$ cat src/rtl/pcm_word_packer.sv
module pcm_word_packer #(
  parameter int AW = 32,
  parameter int CW = 16,
  parameter int SW = 16
) (
  input  logic          clk,
  input  logic          rst_n,
  input  logic          cfg_mono,
  input  logic [AW-1:0] cfg_ptr,
  input  logic [CW-1:0] cfg_count,
  input  logic          task_start,
  input  logic          task_stop,
  input  logic          smp_valid,
  input  logic [SW-1:0] smp_left,
  input  logic [SW-1:0] smp_right,
  output logic          wr_valid,
  output logic [AW-1:0] wr_addr,
  output logic [2*SW-1:0] wr_data,
  input  logic          wr_ready,
  input  logic [2:0]    evt_clr,
  output logic [2:0]    evt_flags,
  input  logic [2:0]    ien_set,
  input  logic [2:0]    ien_clr,
  output logic [2:0]    ien_mask,
  output logic          irq,
  output logic          overflow
);
  localparam int WW = 2 * SW;
  localparam logic [AW-1:0] STEP = AW'(WW / 8);

  logic          running, drain, stop_req, stop_pend, mono_q, half;
  logic [CW-1:0] lim_q, taken;
  logic [SW-1:0] low;

  logic slot_free, accept_req, need_push, drop, take, last_smp;
  logic push_smp, push_flush, push, done, start_go;
  logic [WW-1:0] push_word;

  assign start_go   = task_start && !running;
  assign slot_free  = !wr_valid || wr_ready;
  assign accept_req = running && !drain && smp_valid;
  assign need_push  = !mono_q || half;
  assign drop       = accept_req && need_push && !slot_free;
  assign take       = accept_req && !drop;
  assign last_smp   = take && (taken + 1'b1 == lim_q);
  assign push_smp   = take && need_push;
  assign push_flush = running && drain && half && slot_free;
  assign push       = push_smp || push_flush;
  assign done       = running && drain && !half && !wr_valid;
  assign push_word  = push_flush ? {{SW{1'b0}}, low} :
                      mono_q     ? {smp_left, low}   : {smp_right, smp_left};
  assign irq        = |(evt_flags & ien_mask);

  always_ff @(posedge clk or negedge rst_n) begin
    if (!rst_n) begin
      running  <= 1'b0;
      drain    <= 1'b0;
      stop_req <= 1'b0;
      stop_pend <= 1'b0;
      mono_q   <= 1'b0;
      half     <= 1'b0;
      lim_q    <= '0;
      taken    <= '0;
      low      <= '0;
      wr_addr  <= '0;
      overflow <= 1'b0;
    end else begin
      stop_pend <= 1'b0;
      if (start_go) begin
        running  <= 1'b1;
        drain    <= 1'b0;
        stop_req <= 1'b0;
        mono_q   <= cfg_mono;
        lim_q    <= cfg_count;
        taken    <= '0;
        half     <= 1'b0;
        wr_addr  <= cfg_ptr;
        overflow <= 1'b0;
      end else if (running) begin
        if (wr_valid && wr_ready) wr_addr <= wr_addr + STEP;
        if (take) begin
          taken <= taken + 1'b1;
          if (mono_q && !half) begin
            low  <= smp_left;
            half <= 1'b1;
          end else begin
            half <= 1'b0;
          end
        end
        if (push_flush) half <= 1'b0;
        if (last_smp || task_stop) drain <= 1'b1;
        if (task_stop) stop_req <= 1'b1;
        if (drop) overflow <= 1'b1;
        if (done) begin
          running   <= 1'b0;
          stop_pend <= stop_req || task_stop;
        end
      end
    end
  end

  always_ff @(posedge clk or negedge rst_n) begin
    if (!rst_n) begin
      wr_valid <= 1'b0;
      wr_data  <= '0;
    end else if (push) begin
      wr_valid <= 1'b1;
      wr_data  <= push_word;
    end else if (wr_ready) begin
      wr_valid <= 1'b0;
    end
  end

  always_ff @(posedge clk or negedge rst_n) begin
    if (!rst_n) begin
      evt_flags <= '0;
      ien_mask  <= '0;
    end else begin
      evt_flags <= (evt_flags & ~evt_clr) | {done, stop_pend, start_go};
      ien_mask  <= (ien_mask | ien_set) & ~ien_clr;
    end
  end

  p_hold_r3: assert property (@(posedge clk) disable iff (!rst_n)
    wr_valid && !wr_ready |=> wr_valid && $stable(wr_data) && $stable(wr_addr));

  p_stop_after_end_r6: assert property (@(posedge clk) disable iff (!rst_n)
    $rose(evt_flags[1]) |-> $past(evt_flags[2]));

  p_idle_quiet_r11: assert property (@(posedge clk) disable iff (!rst_n)
    !running |-> !wr_valid);

  p_no_overflow_r9: assert property (@(posedge clk) disable iff (!rst_n)
    $rose(overflow) |-> $past(wr_valid && !wr_ready));

  p_irq_src_r7: assert property (@(posedge clk) disable iff (!rst_n)
    irq |-> (evt_flags != 3'b000));
endmodule

$ cat config.mk
export PLATFORM = sky130hd
export DESIGN_NAME = pcm_word_packer
export DESIGN_NICKNAME = d
export VERILOG_FILES = /design/src/rtl/pcm_word_packer.sv
export SDC_FILE = /design/constraint.sdc
export NUM_CORES = 1
export LEC_CHECK = 0
export ABC_CLOCK_PERIOD_IN_PS = 2500
export BUFFER_PORTS_ARGS = -buffer_cell sky130_fd_sc_hd__buf_2
export CELL_PAD_IN_SITES_DETAIL_PLACEMENT = 1
export CELL_PAD_IN_SITES_GLOBAL_PLACEMENT = 2
export CORE_MARGIN = 8
export CORE_UTILIZATION = 29
export CTS_BUF_LIST = sky130_fd_sc_hd__clkbuf_4
export DETAILED_ROUTE_END_ITERATION = 8
export GPL_TIMING_DRIVEN = 0
export PLACE_DENSITY_LB_ADDON = 0.1
export SLEW_MARGIN = 20
export SYNTH_ARGS = -nofsm -noshare
export SYNTH_HDL_FRONTEND = slang
export SYNTH_SLANG_ARGS = --single-unit
$ cat constraint.sdc
create_clock -name clk -period 2.5 [get_ports clk]
set_clock_uncertainty 0.15 [all_clocks]
set_input_delay 0.25 -clock clk [delete_from_list [all_inputs] [get_ports clk]]
set_output_delay 0.25 -clock clk [all_outputs]
set_load 0.01 [all_outputs]
==> impl_metrics.csv <==
group,metric,value,unit
clocking,cts_buffers,17,
timing,slew_violations,0,
floorplan,die_y,163.6,um
clocking,root_buffer,"clkbuf_4",
cells_and_area,fillers,2552,
cells_and_area,nets,1052,
power_and_ir_drop,power_leakage,4.067,nW
cells_and_area,final_util,41.04,%
drt,viasPerCell,4.782,
drt,wl_per_cell,17.84,um
yosys,synth_top_flop_cell,"dfrtp_1",
drt,drt_pass1_iterations,4,
cells_and_area,drive_gt1_share,26.58,%
yosys,async_flop_share,100.0,%
yosys,ys.warnings.count,0,
drt,drc,0,
grt,overflow,0,
floorplan,core_area,21620,um^2
run,maxCapViolCount,0,
floorplan,initial_core_util,29.24,%
grt,grt_pass1_vias,6853,
setup_path,slowest_delay,0.51,ns
setup_path,critPathMaxFanout,6,
timing,layout_min_cycle_time,2.387,ns
floorplan,ioPinCount,169,
drt,wl,22300,um
grt,use_met2,29.38,%
timing,fin_crit_sh,95.47,%
power_and_ir_drop,power.density,985.1,nW/um^2
floorplan,rows,54,
placed_design,port_buffers,168,
clocking,cts_tree,"yes",
yosys,synth_edf_count,0,
setup_path,crit_path_start_kind,"flip-flop",
setup_path,crit_chain,"nand4_1 > buf_4 > or3_1 > a211o_1 > a22oi_2 > nand4_1 > o21ai_0",
clocking,insertion_delay,0.56,ns
timing,fin_tns_setup,0,ns
clocking,cts.htree.levels,4,
power_and_ir_drop,irDropWorstVdd,0.4306,mV
setup_path,crit_type,"flip-flop to flip-flop",
worst_hold_path,min_path_type,"primary input to asynchronous set/reset pin",
yosys,syn_avg_cell_area,9.406,um^2
clocking,clk_pin_slew,0.15,ns
yosys,synth_top_area_share,49.88,%
clocking,clockBufferDepth,2,
floorplan,dieArea,26780,um^2
yosys,synth_nets,770,
timing,setup_violations,0,
timing,fin_hold_ws,0.05708,ns
setup_path,slowest_stage,"dfrtp_1",
cells_and_area,synthToLayoutAreaGrowth,40.36,%
grt,antenna_found_initial,2,
drt,via_count,5978,
yosys,ys_ff_latch,126,
placed_design,hpwl,16220,um
timing,fmax,0.4190,GHz
placed_design,gp_congestion,0.8093,
timing,final_hold_viol_count,0,
yosys,ys_seq_area_share,49.88,%
yosys,syn_area,6321,um^2
run_status,outcome,"finished clean",
setup_path,cp_num_buf_inv,1,
floorplan,die_x,163.6,um
setup_path,crit_arrival,2.70,ns
setup_path,cp-end-kind,"flip-flop",
timing,rsz0062_at_grt,"true",
yosys,synth.area.top_cells,"dfrtp_1, nand2_1, mux2i_1",
drt,ant_nets,0,
grt,use_met1,20.45,%
yosys,synth_cell_types,60,
setup_path,crit_path_frequent_cell,"nand4_1",
grt,grt.busiest_layer,"met2",
yosys,syn_inst,672,
grt,grt_max_degree,73,
timing,worst_slew_pin_slew,0.7986,ns
yosys,synth_top_cell_by_area,"dfrtp_1",
grt,met3_usage,5.066,%
drt,detail_route.iter0.violations,174,
cells_and_area,final_cells,1250,
placed_design,dpl.cell_count,1121,
clocking,cts.sink_count,126,
grt,grt.total_usage,17.19,%
grt,grt_pass1_wl,36300,um
setup_path,cp.required,2.82,ns
timing,relSlewSlack,46.76,%
setup_path,path_delay_family,"simple AND/OR/NAND/NOR gates",
worst paths after layout:
path,start,endpoint,slack [ns],depth (start not counted)
min in group clk,wr_ready,wr_addr[4]$_DFFE_PN0P_,0.07,4
max in group asynchronous,rst_n,taken[3]$_DFFE_PN0P_,1.36,3
worst min register to register,stop_pend$_DFF_PN0_,evt_flags[1]$_DFF_PN0_,0.33,1
worst min-delay path,rst_n,wr_data[16]$_DFFE_PN0P_,0.06,2
worst max register to register,taken[11]$_DFFE_PN0P_,drain$_DFFE_PN0P_,0.11,7
worst max-delay path,taken[11]$_DFFE_PN0P_,drain$_DFFE_PN0P_,0.11,7
logic make-up after synthesis:
kind of cell | after synthesis | synth area share, %
muxes | 49 | 8.076
adders and majority gates | 2 | 0.3958
and+or+nand+nor | 277 | 20.31
xor gates and xnor gates | 45 | 6.235
AOI/OAI and AO/OA | 126 | 11.90
buffers and inverters | 47 | 3.207
DFF | 126 | 49.88
registers in the layout, summed over array words and instances, names as in the netlist, 3 cells and up:
name / cells
wr_addr: 32
wr_data: 32
lim_q: 16
low: 16
taken: 16
evt_flags: 3
ien_mask: 3
cell usage after synthesis, types with 5 or more instances:
cell and count:
nor3_1 9, clkbuf_1 28, a21oi_1 17, nand4_1 12, mux2_2 16, nor2_1 60, dfrtp_1 126, mux2i_1 33
a211oi_1 17, o21ai_1 7, o21ai_0 60, xor2_1 15, inv_1 9, nand2_1 131, and3_1 12, nand3_1 18
xnor2_1 30, o31ai_1 5
worst reg2reg max path, stage by stage, from the launching register on:
cell     delay, ns
dfrtp_1       0.51
nand4_1       0.30
buf_4         0.24
or3_1         0.36
a211o_1       0.32
a22oi_2       0.17
nand4_1       0.16
o21ai_0       0.11
per-layer routing:
metal  share of wire [%]  wire length (um)  vias up
met5               0.058                13        -
met4                 1.4               315        2
met3                 4.8              1070       20
met2                  49             11030      112
met1                  44              9865     2945
li1                    -                 -     2899
power by group:
group | switching [W] | internal, W | total, W
sequential | 0.000738 | 0.00288 | 0.00362
combinational | 0.00209 | 0.00165 | 0.00375
clock | 0.000933 | 0.000438 | 0.00137
total | 0.00376 | 0.00498 | 0.00874
area by class of cell:
| type | count | area, um^2 | share of cell area (%) |
|---|---|---|---|
| diodes | 3 | 7.507 | 0.08461 |
| plain buffers | 33 | 162.7 | 1.833 |
| clock buffers | 18 | 135.1 | 1.523 |
| clock inverters | 14 | 118.9 | 1.340 |
| inverters | 11 | 42.54 | 0.4795 |
| multi-input cells | 499 | 3054 | 34.42 |
| flip-flops and latches | 126 | 3157 | 35.58 |
| well taps | 280 | 350.3 | 3.949 |
| repair buffers | 266 | 1844 | 20.79 |
cell usage in the layout, fill, tap and decap left out, drive strengths merged, types with 3 or more instances in the layout:
| cell | instances |
|---|---|
| clkinvlp | 3 |
| nor2b | 4 |
| dfrtp | 126 |
| nor3 | 11 |
| nor4 | 4 |
| a21oi | 17 |
| nand4 | 13 |
| xor2 | 15 |
| nand2b | 4 |
| and4 | 4 |
| diode | 3 |
| o31ai | 5 |
| o211ai | 3 |
| a211oi | 17 |
| buf | 175 |
| mux2i | 33 |
| clkbuf | 47 |
| nor2 | 61 |
| nand2 | 131 |
| o21ai | 67 |
| dlygate4sd3 | 95 |
| nand3 | 19 |
| or3 | 3 |
| mux2 | 16 |
| xnor2 | 30 |
| and3 | 12 |
| inv | 20 |
repair_timing:
item | in CTS | in global routing
endpoints found under the setup margin | 50 | 65
pin swaps | 2 | 3
hold buffers | 95 | 0
resized for setup | 13 | 23
hold endpoints to repair | 234 | 0
setup buffers | 0 | 2
per-stage QoR:
step | cell area [um^2] | setup WS [ns] | total power [W]
floorplan | 6321 | 0.1240 | 0.005735
global placement | 7512 | -0.8515 | 0.007152
detailed placement | 7550 | -0.6624 | 0.007300
CTS | 8795 | -0.007574 | 0.008863
global route | 8872 | -0.06858 | 0.009495
finish | 8872 | 0.1132 | 0.008740
(Power assumes the default switching activity.)
